===== src/rtl/shift_store_pkg.sv =====
package shift_store_pkg;
  typedef struct packed {
    logic shiftEn;
    logic loadEn;
    logic storeEn;
  } regStrobes_t;
endpackage


===== src/rtl/level_sync.sv =====
module level_sync #(
  parameter int WIDTH  = 1,
  parameter int STAGES = 2
) (
  input  logic             clk,
  input  logic             rstN,
  input  logic [WIDTH-1:0] asyncIn,
  output logic [WIDTH-1:0] syncOut
);
  logic [WIDTH-1:0] chain [STAGES];

  always_ff @(posedge clk) begin
    if (!rstN) chain[0] <= '0;
    else       chain[0] <= asyncIn;
  end

  for (genvar s = 1; s < STAGES; s++) begin : g_stage
    always_ff @(posedge clk) begin
      if (!rstN) chain[s] <= '0;
      else       chain[s] <= chain[s-1];
    end
  end

  assign syncOut = chain[STAGES-1];
endmodule


===== src/rtl/shift_store_ctrl.sv =====
module shift_store_ctrl
  import shift_store_pkg::*;
#(
  parameter int SYNC_STAGES = 2
) (
  input  logic        clk,
  input  logic        rstN,
  input  logic        chipSelN,
  input  logic        readWrite,
  input  logic        shiftStrobe,
  input  logic        storeStrobe,
  input  logic        serialIn,
  output regStrobes_t strobes,
  output logic        serialInSync
);
  localparam int NUM_SYNC = 5;

  logic [NUM_SYNC-1:0] rawBus;
  logic [NUM_SYNC-1:0] syncBus;
  logic csNSync, rwSync, shSync, stSync;
  logic shPrev, stPrev;
  logic shFall, stRise;

  assign rawBus = {serialIn, storeStrobe, shiftStrobe, readWrite, chipSelN};

  level_sync #(.WIDTH(NUM_SYNC), .STAGES(SYNC_STAGES)) uSync (
    .clk    (clk),
    .rstN   (rstN),
    .asyncIn(rawBus),
    .syncOut(syncBus)
  );

  assign csNSync      = syncBus[0];
  assign rwSync       = syncBus[1];
  assign shSync       = syncBus[2];
  assign stSync       = syncBus[3];
  assign serialInSync = syncBus[4];

  always_ff @(posedge clk) begin
    if (!rstN) begin
      shPrev <= 1'b0;
      stPrev <= 1'b0;
    end else begin
      shPrev <= shSync;
      stPrev <= stSync;
    end
  end

  assign shFall = shPrev & ~shSync;
  assign stRise = stSync & ~stPrev;

  always_comb begin
    strobes = '0;
    if (!csNSync) begin
      if (shFall) begin
        if (rwSync && stSync) strobes.loadEn  = 1'b1;
        else                  strobes.shiftEn = 1'b1;
      end
      if (stRise && !rwSync) strobes.storeEn = 1'b1;
    end
  end

  AST_LOAD_EXCLUDES_SHIFT: assert property (@(posedge clk) disable iff (!rstN)
    !(strobes.shiftEn && strobes.loadEn));
  AST_STORE_WRITE_ONLY: assert property (@(posedge clk) disable iff (!rstN)
    strobes.storeEn |-> (!csNSync && !rwSync && !stPrev));
  AST_DESELECT_IDLE: assert property (@(posedge clk) disable iff (!rstN)
    csNSync |-> (strobes == '0));
endmodule


===== src/rtl/shift_store_datapath.sv =====
module shift_store_datapath
  import shift_store_pkg::*;
#(
  parameter int WIDTH = 16
) (
  input  logic             clk,
  input  logic             rstN,
  input  regStrobes_t      strobes,
  input  logic             serialInSync,
  output logic [WIDTH-1:0] shiftReg,
  output logic [WIDTH-1:0] storeReg
);
  always_ff @(posedge clk) begin
    if (!rstN) begin
      shiftReg <= '0;
    end else if (strobes.loadEn) begin
      shiftReg <= storeReg;
    end else if (strobes.shiftEn) begin
      shiftReg <= {shiftReg[WIDTH-2:0], serialInSync};
    end
  end

  always_ff @(posedge clk) begin
    if (!rstN)                storeReg <= '0;
    else if (strobes.storeEn) storeReg <= shiftReg;
  end

  AST_SHIFT_IDLE_HOLD: assert property (@(posedge clk) disable iff (!rstN)
    !(strobes.shiftEn || strobes.loadEn) |=> $stable(shiftReg));
  AST_STORE_IDLE_HOLD: assert property (@(posedge clk) disable iff (!rstN)
    !strobes.storeEn |=> $stable(storeReg));
  AST_LOAD_COPIES: assert property (@(posedge clk) disable iff (!rstN)
    strobes.loadEn |=> (shiftReg == $past(storeReg)));
  AST_SHIFT_MOVES: assert property (@(posedge clk) disable iff (!rstN)
    strobes.shiftEn |=> (shiftReg[WIDTH-1:1] == $past(shiftReg[WIDTH-2:0])));
endmodule


===== src/rtl/shift_store_pair.sv =====
module shift_store_pair
  import shift_store_pkg::*;
#(
  parameter int WIDTH       = 16,
  parameter int SYNC_STAGES = 2
) (
  input  logic             clk,
  input  logic             rstN,
  input  logic             chipSelN,
  input  logic             readWrite,
  input  logic             shiftStrobe,
  input  logic             storeStrobe,
  input  logic             serialIn,
  output logic             serialOut,
  output logic [WIDTH-1:0] parOut
);
  regStrobes_t      strobes;
  logic             serialInSync;
  logic [WIDTH-1:0] shiftReg;
  logic [WIDTH-1:0] storeReg;

  shift_store_ctrl #(.SYNC_STAGES(SYNC_STAGES)) uCtrl (
    .clk         (clk),
    .rstN        (rstN),
    .chipSelN    (chipSelN),
    .readWrite   (readWrite),
    .shiftStrobe (shiftStrobe),
    .storeStrobe (storeStrobe),
    .serialIn    (serialIn),
    .strobes     (strobes),
    .serialInSync(serialInSync)
  );

  shift_store_datapath #(.WIDTH(WIDTH)) uPath (
    .clk         (clk),
    .rstN        (rstN),
    .strobes     (strobes),
    .serialInSync(serialInSync),
    .shiftReg    (shiftReg),
    .storeReg    (storeReg)
  );

  assign serialOut = shiftReg[WIDTH-1];
  assign parOut    = storeReg;

  AST_RESET_CLEAR: assert property (@(posedge clk)
    !rstN |=> (parOut == '0 && !serialOut));
endmodule


===== config.mk =====
export PLATFORM = sky130hd
export DESIGN_NAME = shift_store_pair
export DESIGN_NICKNAME = d
export VERILOG_FILES = /design/src/rtl/shift_store_pkg.sv /design/src/rtl/level_sync.sv /design/src/rtl/shift_store_ctrl.sv /design/src/rtl/shift_store_datapath.sv /design/src/rtl/shift_store_pair.sv
export SDC_FILE = /design/constraint.sdc
export NUM_CORES = 1
export LEC_CHECK = 0
export BUFFER_PORTS_ARGS = -buffer_cell sky130_fd_sc_hd__buf_4
export CORE_MARGIN = 2
export CORE_UTILIZATION = 40
export CTS_CLUSTER_SIZE = 30
export DETAILED_ROUTE_END_ITERATION = 10
export MAX_ROUTING_LAYER = met4
export PLACE_DENSITY = 0.59
export SYNTH_ARGS = -nofsm -noshare
export SYNTH_HDL_FRONTEND = slang
export SYNTH_SLANG_ARGS = --single-unit

===== constraint.sdc =====
create_clock -name clk -period 1.8 [get_ports clk]
set_clock_uncertainty 0.2 [all_clocks]
set_input_delay 0.36 -clock clk [delete_from_list [all_inputs] [get_ports clk]]
set_output_delay 0.36 -clock clk [all_outputs]
set_load 0.05 [all_outputs]

After elaboration in Yosys (flattened, before gate mapping)
Memory sizes are Yosys's and may differ from the RTL's. Index checks and enable logic that the tools add are counted.

Mux-type cells: 11. Bitwise operators: 6. Reductions and logical operators: 4.

Operator list (number): 2-to-1 mux 16 bit (2); 2-to-1 mux 5 bit (2); 2-to-1 mux 1 bit (5); 2-to-1 mux 3 bit (1); AND 1 bit (2); logical AND 1 bit (2); 2-to-1 mux 2 bit (1); NOT 1 bit (2); bitwise OR 1 bit (2); nonzero test 2 bit (1); zero test 1 bit (1).

Flip-flop bits (word level): 34. Memory bits (writable): 10. Input port bits: 7. Output and inout bits: 17. Logic and storage cells: 26. Memories: 1.

Memories: uCtrl.uSync.chain (depth 2, width 5, rd ports 2, clocked after memory_dff 0, wr ports 2, line level_sync.sv:10) `logic [WIDTH-1:0] chain [STAGES];`.

Logic depth before layout (Yosys ltp)
Gate-level depths: netlist (run 1).

Depth after elaboration: 7. Gate-level depth with buffers: 5.

Modules after synthesis
Synthesis (run 1) repeated with hierarchy kept, for this count alone.

Cell total of the unflattened synthesis: 151. Area total of the unflattened synthesis: 1798.0 um^2.

Modules (own cells, without submodules): shift_store_datapath (instances 1, cells each 122, area an instance 1448.9 um^2, seq. area each 640.6 um^2); level_sync (instances 1, cells each 20, area an instance 262.8 um^2, seq. area each 200.2 um^2); shift_store_ctrl (instances 1, cells each 9, area an instance 86.3 um^2, seq. area each 40.0 um^2).

Least setup slack after synthesis (run 1)
Ideal clock, no wire load.

Kind: register -> register. Start point: mem uCtrl.uSync.chain[1][0] (netlist bit). End point: reg uPath.storeReg[0]. Setup time: 117 ps. Arrival: 1229 ps. Slack: 254 ps. Cell stages (with the launch flop): 6. Path buffers: 2. Period minus slack after synthesis: 1546 ps. Cell sequence: dfxtp_1 > or4b_1 > buf_2 > buf_6 > nand2_1 > a21boi_1.

RTL lines: start: declaration (line level_sync.sv:10); end signal: assignment (line shift_store_datapath.sv:25) `else if (strobes.storeEn) storeReg <= shiftReg;`; end: declaration (line shift_store_datapath.sv:11) `output logic [WIDTH-1:0] storeReg`.

==> flow_metrics.tcl, run 1 <==
set metrics [dict create \
    run_status "finished, final reports clean" \
    crit_family "simple AND/OR/NAND/NOR gates" \
    port_buffers 23 \
    final_cell_mix "dfxtp_1 (44), nand2_1 (33), buf_4 (29)" \
    fmax_mhz 644.4 \
    wl_per_cell_um 12.28 \
    routed_wl_mm 2.984 \
    drc 0 \
    hpwlAfterDp_mm 1.961 \
    synth_top_family_by_area "compound AO/OA/AOI/OAI gates" \
    synth_edf_count 0 \
    fillers 379 \
    synth_mux_area_frac 0.09877 \
    period_share 0.8622 \
    critPathMaxFanout 16 \
    clock_latency_ns 0.28 \
    clock_tree.buffer_depth 2 \
    fin_util 0.4913 \
    start_util 0.4113 \
    core_um2 3943 \
    cts_hold_buf 0 \
    cts_setup_buffers 0 \
    vdd_drop_max_uv 492.8 \
    first_pass_iters 4 \
    antenna_found_initial 0 \
    critPathKind "reg -> reg" \
    critPathCaptureType "flip-flop" \
    maxSlewHeadroom 0.7812 \
    grt_pass1_vias 1146 \
    ant_nets 0 \
    die_area_um2 4579 \
    synth.distinct_cells 15 \
    startpoint_type "flip-flop" \
    required_ns 1.77 \
    place.gp.congestion 0.7257 \
    synth_nets 174 \
    die-width_um 67.67 \
    die_h_um 67.67 \
    hold_path.class "in -> reg" \
    drive_above_1_share 0.1917 \
    synth_fa_ha_area_frac 0 \
    via_per_inst 4.914 \
    diodes 0 \
    overflow 0 \
    rsz0062_at_grt "no" \
    maxCapViolations 0 \
    cts.clk_slew.worst_paths_ns 0.08 \
    synth_xor_area_frac 0 \
    slew_viol_final 0 \
    cpMaxStageDelayCell "or4b_1" \
    ys.flop_type "dfxtp_1" \
    finalSetupViolations 0 \
    period_needed_ns 1.552 \
    tns_ns 0 \
    synth_seq_cells 44 \
    nets 199 \
    path_cells "or4b_1 > buf_4 > nand2_1 > a21boi_0" \
    ctsRootBufferMaster "clkbuf_8" \
    p_leak_nw 0.8478 \
    synth_compound_area_frac 0.1728 \
    layout_commonest_cell "dfxtp_1" \
    synth-async-reset-ratio 0 \
    syn_area_um2 1622 \
    clock_sinks 44 \
    arrival_ns 1.52 \
    synthCells 167 \
    rows 23 \
    grt_usage 0.1565 \
    grt_pass1_wl_mm 5.175 \
    cp_slowest_stage_delay_ns 0.52 \
    io_pins 24 \
    avgSynthCellArea_um2 9.710 \
    htree_levels 2 \
    cts_buffers 5 \
    p_per_area_nw_per_um2 883.1 \
    drt_iter0_drc 70 \
    areaGrowthSynthToFinish_pct 19.44 \
    tightestPinTransition_ns 0.3282 \
    worst-path-buf-inv 1 \
    via_count 1194 \
    yosysWarnings 0 \
    cts_resized 0 \
    yosysSeqAreaShare 0.5432 \
    grt_max_degree 45 \
    cts_tree "built" \
    synthSimpleGateAreaFrac 0.1512 \
    finalHoldViolations 0 \
]
==> state kept, by name, indices dropped and copies added, names as in the netlist <==
name               flops
uCtrl.stPrev           1
uCtrl.shPrev           1
uPath.storeReg        16
uCtrl.uSync.chain     10
uPath.shiftReg        16
==> final timing paths <==
kind	from	to	slack, ns	cells past startpoint
hold / removal	chipSelN	uCtrl.uSync.chain[0][0]$_SDFF_PN0_	0.08	2
setup / recovery	uCtrl.uSync.chain[1][0]$_SDFF_PN0_	uPath.storeReg[5]$_SDFFE_PN0P_	0.25	4
hold reg to reg	uCtrl.uSync.chain[0][4]$_SDFF_PN0_	uCtrl.uSync.chain[1][4]$_SDFF_PN0_	0.23	1
setup reg to reg	uCtrl.uSync.chain[1][0]$_SDFF_PN0_	uPath.storeReg[5]$_SDFFE_PN0P_	0.25	4
==> synthesized netlist by cell type, types with 2 or more instances <==
cell type | count | area [um^2]
mux2i_1 | 16 | 160.2
clkbuf_1 | 7 | 26.28
and2_1 | 12 | 75.07
buf_2 | 2 | 10.01
a21boi_1 | 10 | 75.07
dfxtp_1 | 44 | 880.8
a21boi_0 | 6 | 45.04
a21oi_1 | 16 | 80.08
o21ai_0 | 16 | 80.08
nand2_1 | 33 | 123.9
==> cell families after synthesis <==
family                 count (synthesis)
buffers and inverters                 11
muxes                                 16
DFF                                   44
AOI/OAI and AO/OA                     48
and+or+nand+nor                       48
==> area by class of cell <==
| class | count | area, um^2 | area share |
|---|---|---|---|
| repair buffers | 29 | 217.7 | 0.1124 |
| flip-flops and latches | 44 | 880.8 | 0.4548 |
| multi-input cells | 112 | 685.7 | 0.3540 |
| well taps | 50 | 62.56 | 0.03230 |
| clock buffers | 8 | 90.09 | 0.04651 |
==> metrics by stage <==
stage          area (um^2)  instances  power (mW)  hold slack, ns  setup slack, ns
5_1_grt               1937        243       1.793         0.07551           0.1508
3_3_place_gp          1847        235       1.120          0.2154           0.2889
3_5_place_dp          1847        235       1.123          0.2228           0.2285
4_1_cts               1937        243       1.734         0.06968           0.2221
6_report              1937        243       1.710         0.07773           0.2481
2_1_floorplan         1622        167       1.092          0.2119           0.2539
==> power breakdown <==
| part | internal, mW | switching, mW |
|---|---|---|
| sequential | 0.997 | 0.0147 |
| clock | 0.313 | 0.299 |
| combinational | 0.0399 | 0.0468 |
==> per-layer routing <==
| layer | vias to the layer above | wire, um | global-route usage |
|---|---|---|---|
| met3 | 2 | 117 | 0.04000 |
| met1 | 559 | 1390 | 0.1948 |
| met5 | - | 0 | - |
| met4 | 0 | 14 | 0.05357 |
| met2 | 20 | 1461 | 0.2463 |
| li1 | 613 | - | - |
Note: power is estimated with default switching activity, not from simulation.
==> inputs of run 2 (changes only) <==
--- a/config.mk
+++ b/config.mk
@@ -7,11 +7,11 @@
 export LEC_CHECK = 0
 export BUFFER_PORTS_ARGS = -buffer_cell sky130_fd_sc_hd__buf_4
 export CORE_MARGIN = 2
-export CORE_UTILIZATION = 40
+export CORE_UTILIZATION = 54
 export CTS_CLUSTER_SIZE = 30
 export DETAILED_ROUTE_END_ITERATION = 10
 export MAX_ROUTING_LAYER = met4
-export PLACE_DENSITY = 0.59
+export PLACE_DENSITY = 0.76
 export SYNTH_ARGS = -nofsm -noshare
 export SYNTH_HDL_FRONTEND = slang
 export SYNTH_SLANG_ARGS = --single-unit
==> constraint.sdc (replaced) <==
create_clock -name clk -period 1.5 [get_ports clk]
set_clock_uncertainty 0.2 [all_clocks]
set_input_delay 0.3 -clock clk [delete_from_list [all_inputs] [get_ports clk]]
set_output_delay 0.3 -clock clk [all_outputs]
set_load 0.05 [all_outputs]
==> flow_metrics.tcl, run 2 (synthesis results as in run 1) <==
set metrics [dict create \
    run_status "complete, but fails checks" \
    violations "DRC" \
    path_cells "or4b_4 > buf_6 > nand2_1 > a21boi_1" \
    via_per_inst 5.329 \
    antenna_found_initial 0 \
    grt_pass1_wl_mm 5.057 \
    clock_tree.buffer_depth 2 \
    finalSetupViolations 0 \
    hpwlAfterDp_mm 1.806 \
    final_cell_mix "dfxtp_1 (42), buf_4 (25), nand2_1 (22)" \
    placed_cells 218 \
    routed_wl_mm 3.147 \
    critPathMaxFanout 8 \
    finalHoldViolations 0 \
    start_util 0.5781 \
    slew_viol_final 0 \
    period_share 0.9981 \
    port_buffers 23 \
    overflow 0 \
    switchingPower_uw 448.4 \
    p_per_area_nw_per_um2 981.8 \
    place.gp.congestion 0.6888 \
    via_count 1247 \
    areaGrowthSynthToFinish_pct 30.09 \
    rows 19 \
    drt_iter0_drc 45 \
    first_pass_iters 7 \
    combPwrFrac 0.069 \
    tightestPinTransition_ns 0.3197 \
    cts_buffers 5 \
    critPathKind "reg -> reg" \
    ant_nets 0 \
    rsz0062_at_grt "yes" \
    post_layout_nonfiller_instances 234 \
    grt_usage 0.1990 \
    startpoint_type "flip-flop" \
    grt_max_degree 45 \
    arrival_ns 1.56 \
    reg_top3 "uPath.shiftReg (16), uPath.storeReg (16), uCtrl.uSync.chain (10)" \
    vdd_drop_max_uv 654.3 \
    pre_cts_ws_ns -0.01075 \
    power_frac_seq 0.586 \
    nets 209 \
    crit_family "simple AND/OR/NAND/NOR gates" \
    fmax_mhz 667.9 \
    clkPwrFrac 0.345 \
    cts.clk_slew.worst_paths_ns 0.12 \
    cpMaxStageDelayCell "or4b_4" \
    core_um2 2805 \
    drc 3 \
    p_sw_frac 0.2165 \
    drive_above_1_share 0.2956 \
    critPathCaptureType "flip-flop" \
    period_needed_ns 1.497 \
    worst-path-buf-inv 1 \
    wl_per_cell_um 13.45 \
    cts_tree "built" \
    layout_commonest_cell "dfxtp_1" \
    diodes 0 \
    timing.final.ws_setup_ns 0.002792 \
    die_h_um 58.80 \
    die_area_um2 3457 \
    ctsRootBufferMaster "clkbuf_4" \
    hold_path.class "in -> reg" \
    io_pins 24 \
    intPower_mw 1.623 \
    p_leak_nw 0.9300 \
    maxCapViolations 0 \
    grt_pass1_vias 1169 \
    clock_sinks 44 \
    cp_slowest_stage_delay_ns 0.57 \
    required_ns 1.56 \
    maxSlewHeadroom 0.7868 \
    clock_latency_ns 0.35 \
    htree_levels 2 \
    die-width_um 58.80 \
]
==> run 2: cell types whose count changed in the layout (fill, tap and decap cells not counted), sizes merged <==
cell	delta
dlygate4sd3	+5
buf	+4
bufinv	+1
clkbuf	-1
clkinv	+1
==> run 2: power by group through the flow <==
stage / sequential (mW) / combinational, mW / clock [mW]
CTS: 1.21 / 0.131 / 0.724
finish: 1.21 / 0.144 / 0.714
detailed placement: 1.24 / 0.117 / 0
global placement: 1.24 / 0.113 / 0
global route: 1.22 / 0.157 / 0.766
floorplan: 1.25 / 0.0655 / 0
==> run 2: per-layer routing <==
metal	track usage	routed length [um]	vias to the layer above
met5	-	0	-
met1	0.2384	1461	588
met3	0.05275	112	5
met2	0.3238	1527	20
met4	0.06818	46	0
li1	-	-	634
==> run 2: worst reg2reg max path: stages (launching register included) <==
cell      delay [ns]
dfxtp_2         0.34
or4b_4          0.57
buf_6           0.17
nand2_1         0.07
a21boi_1        0.06
==> run 2: worst paths after layout <==
| check | to | start | slack [ns] | cells past startpoint |
|---|---|---|---|---|
| hold / removal | uPath.shiftReg[8]$_SDFFE_PN0P_ | rstN | 0.15 | 3 |
| hold reg to reg | uCtrl.uSync.chain[1][0]$_SDFF_PN0_ | uCtrl.uSync.chain[0][0]$_SDFF_PN0_ | 0.25 | 1 |
| setup reg to reg | uPath.storeReg[8]$_SDFFE_PN0P_ | uCtrl.uSync.chain[1][0]$_SDFF_PN0_ | 0.003 | 4 |
| setup / recovery | uPath.storeReg[8]$_SDFFE_PN0P_ | uCtrl.uSync.chain[1][0]$_SDFF_PN0_ | 0.003 | 4 |
==> run 2: per-stage QoR <==
step	TNS, ns	power [mW]	instance area (um^2)	utilization	hold slack, ns
global placement	0	1.350	1878	0.6695	0.2139
detailed placement	-0.01160	1.356	1878	0.6695	0.2183
finish	0	2.071	2110	0.7520	0.1534
CTS	0	2.068	2019	0.7199	0.1627
global route	-0.4228	2.141	2110	0.7520	0.1757
floorplan	-0.2669	1.313	1630	-	0.2118
==> run 2: final cells by class <==
| cell class | instances | area, um^2 |
|---|---|---|
| Fill cell | 204 | 695.7 |
| Sequential cell | 44 | 883.3 |
| Multi-Input combinational cell | 112 | 728.2 |
| Tap cell | 31 | 38.79 |
| Clock buffer | 6 | 41.29 |
| Clock inverter | 2 | 35.03 |
| Timing Repair Buffer | 39 | 382.9 |
==> run 2: repair_timing <==
action / CTS / global route
endpoints found under the setup margin: 7 / 22
endpoints found under the hold margin: 5 / 0
buffers inserted: 0 / 1
pin swaps: 0 / 12
gates resized for setup: 3 / 25
gates cloned: 1 / 1
hold buffers: 5 / 0
==> inputs of run 3 (changes only) <==
--- a/config.mk
+++ b/config.mk
@@ -7,11 +7,12 @@
 export LEC_CHECK = 0
 export BUFFER_PORTS_ARGS = -buffer_cell sky130_fd_sc_hd__buf_4
 export CORE_MARGIN = 2
-export CORE_UTILIZATION = 54
+export CORE_UTILIZATION = 56
 export CTS_CLUSTER_SIZE = 30
 export DETAILED_ROUTE_END_ITERATION = 10
 export MAX_ROUTING_LAYER = met4
-export PLACE_DENSITY = 0.76
+export PLACE_DENSITY = 0.78
 export SYNTH_ARGS = -nofsm -noshare
 export SYNTH_HDL_FRONTEND = slang
+export SYNTH_HIERARCHICAL = 1
 export SYNTH_SLANG_ARGS = --single-unit
==> flow_metrics.tcl, run 3 <==
set metrics [dict create \
    first_pass_iters 4 \
    hold_path_end "uPath/shiftReg[10]$_SDFFE_PN0P_" \
    overflow 0 \
    cp_slowest_stage_delay_ns 0.42 \
    clock_sinks 44 \
    reg2reg_slack_ns -0.42 \
    start_util 0.5889 \
    via_count 1206 \
    finalSetupViolations 32 \
    stdcell_area_um2 2262 \
    synthTopCellsByArea "dfxtp_1 (49%), mux2i_1 (8.9%), o211a_1 (8.9%), mux2_4 (8.4%), nor2b_1 (5.6%)" \
    p_per_area_nw_per_um2 883.0 \
    nets 193 \
    finalHoldViolations 0 \
    grt_usage 0.1990 \
    synth.most_common_cell "dfxtp_1" \
    areaGrowthSynthToFinish_pct 25.82 \
    die_h_um 60.66 \
    period_needed_ns 1.916 \
    cts_tree "built" \
    p_leak_nw 1.061 \
    yosys-top-cells-count "dfxtp_1 (44), mux2i_1 (16), nor2b_1 (16), o211a_1 (16), nand2b_1 (15)" \
    critPathCaptureType "flip-flop" \
    period_share 1.278 \
    hold_path.class "in -> reg" \
    hold_path_depth 2 \
    fmax_mhz 521.8 \
    diodes 0 \
    critPathMaxFanout 6 \
    place.gp.congestion 0.7589 \
    final_cell_mix "dfxtp_1 (41), buf_4 (22)" \
    clock_latency_ns 0.35 \
    grt_pass1_wl_mm 5.106 \
    yosysSeqAreaShare 0.4899 \
    synth_seq_cells 44 \
    cpMaxStageDelayCell "or3b_4" \
    grt_max_degree 45 \
    cts_buffers 5 \
    core_um2 3053 \
    htree_levels 2 \
    arrival_ns 1.97 \
    synth.distinct_cells 19 \
    reg2reg_depth 5 \
    critPathKind "reg -> reg" \
    synth-async-reset-ratio 0 \
    rows 20 \
    fillers 223 \
    r2r-end "uPath/shiftReg[1]$_SDFFE_PN0P_" \
    synth_nets 158 \
    antenna_found_initial 0 \
    port_buffers 23 \
    drc 0 \
    seq_area_um2 884.6 \
    maxSlewHeadroom 0.7585 \
    startpoint_type "flip-flop" \
    run_status "complete, but fails checks" \
    ant_nets 0 \
    maxCapViolations 0 \
    grt_pass1_vias 1097 \
    die_area_um2 3680 \
    slew_viol_final 0 \
    die-width_um 60.66 \
    multi_input_area_um2 898.4 \
    place_area_um2 2038 \
    wl_per_cell_um 14.35 \
    drt_iter0_drc 41 \
    synthCells 151 \
    io_pins 24 \
    layout_commonest_cell "dfxtp_1" \
    synth_edf_count 0 \
    hold_start "rstN" \
    tightestPinTransition_ns 0.3607 \
    rsz0062_at_grt "yes" \
    timing.final.ws_setup_ns -0.4164 \
    reg_top3 "uPath/shiftReg (16), uPath/storeReg (16), uCtrl/uSync/chain (10)" \
    r2r_start "uCtrl/uSync/chain[1][2]$_SDFF_PN0_" \
    clock_tree.buffer_depth 2 \
    syn_area_um2 1798 \
    synth_area_leader_cell "dfxtp_1" \
    hpwlAfterDp_mm 1.987 \
    drive_above_1_share 0.3369 \
    ys.flop_type "dfxtp_1" \
    routed_wl_mm 3.314 \
    cts.clk_slew.worst_paths_ns 0.12 \
    fin_util 0.7410 \
    ctsRootBufferMaster "clkbuf_4" \
    yosysWarnings 6 \
    netlist.area_leader.share 0.4899 \
    avgSynthCellArea_um2 11.91 \
    cts_setup_buffers 0 \
    via_per_inst 5.221 \
    vdd_drop_max_uv 915.1 \
    path_cells "or3b_4 > a21oi_4 > buf_6 > mux2_4 > o211a_1" \
    required_ns 1.55 \
    violations "setup timing" \
]
run 3: changes by cell type after synthesis, moves of 15 or more:
cell / previous run / this run
nor2b_1: 0 / 16
nand2b_1: 0 / 15
o211a_1: 0 / 16
o21ai_0: 16 / 0
a21oi_1: 16 / 0
nand2_1: 33 / 1
run 3: area by class of cell:
class                      instances  area share
tap                               44     0.02434
multi-input combinational         97      0.3971
timing repair buffer              38      0.1538
sequential                        44      0.3910
clock buffer                       6     0.01825
clock inverter                     2     0.01549
run 3: repair_timing:
action / 4_1_cts / 5_1_grt
endpoints found under the setup margin: 32 / 37
hold buffers: 5 / 0
pin swaps: 3 / 3
endpoints found under the hold margin: 5 / 0
resized for setup: 19 / 6
cloned: 2 / 0
run 3: cells by family (layout without fill, tap and decap cells):
logic type / after synthesis / count (layout) / share of synthesized area
AO/OA/AOI/OAI: 17 / 17 / 0.09394
multiplexers: 32 / 32 / 0.2102
buffers and inverters: 10 / 46 / 0.03827
flip-flops: 44 / 44 / 0.4899
AND/OR/NAND/NOR: 48 / 48 / 0.1677
run 3: report_power, final:
| group | switching [mW] | leakage [nW] | internal, mW |
|---|---|---|---|
| Sequential | 0.00812 | 0.358 | 1.18 |
| Combinational | 0.0391 | 0.661 | 0.0565 |
| Clock | 0.361 | 0.0422 | 0.350 |
run 3: per-stage QoR:
step	setup TNS, ns	total power [mW]	setup WS, ns	std cells	hold WS [ns]
global route	-9.890	2.080	-0.4724	231	0.1480
finish	-8.170	1.997	-0.4164	231	0.1582
CTS	-8.038	2.020	-0.4222	231	0.1351
global placement	-6.492	1.288	-0.3775	216	0.2094
detailed placement	-7.802	1.290	-0.4392	216	0.2220
floorplan	-5.189	1.266	-0.3634	151	0.2057
run 3: worst max-delay path, delay by kind of cell (launching register included):
| kind | cells | cell delay (ns) |
|---|---|---|
| simple gates | 1 | 0.42 |
| compound gates | 2 | 0.38 |
| buf+inv | 1 | 0.17 |
| flops | 1 | 0.34 |
| mux | 1 | 0.31 |
run 3: worst max path at each step:
stage / start / to / slack, ns / cells past startpoint
final: uCtrl/uSync/chain[1][2]$_SDFF_PN0_ / uPath/shiftReg[1]$_SDFFE_PN0P_ / -0.42 / 5
after global routing: uCtrl/uSync/chain[1][2]$_SDFF_PN0_ / uPath/shiftReg[5]$_SDFFE_PN0P_ / -0.47 / 5
after CTS: uCtrl/uSync/chain[1][0]$_SDFF_PN0_ / uPath/shiftReg[2]$_SDFFE_PN0P_ / -0.42 / 5
after detailed placement: uCtrl/uSync/chain[1][2]$_SDFF_PN0_ / uPath/shiftReg[4]$_SDFFE_PN0P_ / -0.44 / 5
after global placement: uCtrl/uSync/chain[1][2]$_SDFF_PN0_ / uPath/shiftReg[5]$_SDFFE_PN0P_ / -0.38 / 5
after floorplan: uCtrl/uSync/chain[1][2]$_SDFF_PN0_ / uPath/shiftReg[10]$_SDFFE_PN0P_ / -0.36 / 6
run 3: layer usage:
metal	vias up	part of all wire	global-route usage
met5	-	0	-
met3	8	0.040	0.06397
met1	588	0.43	0.2323
met4	0	0.014	0.08696
li1	585	-	-
met2	25	0.51	0.3134
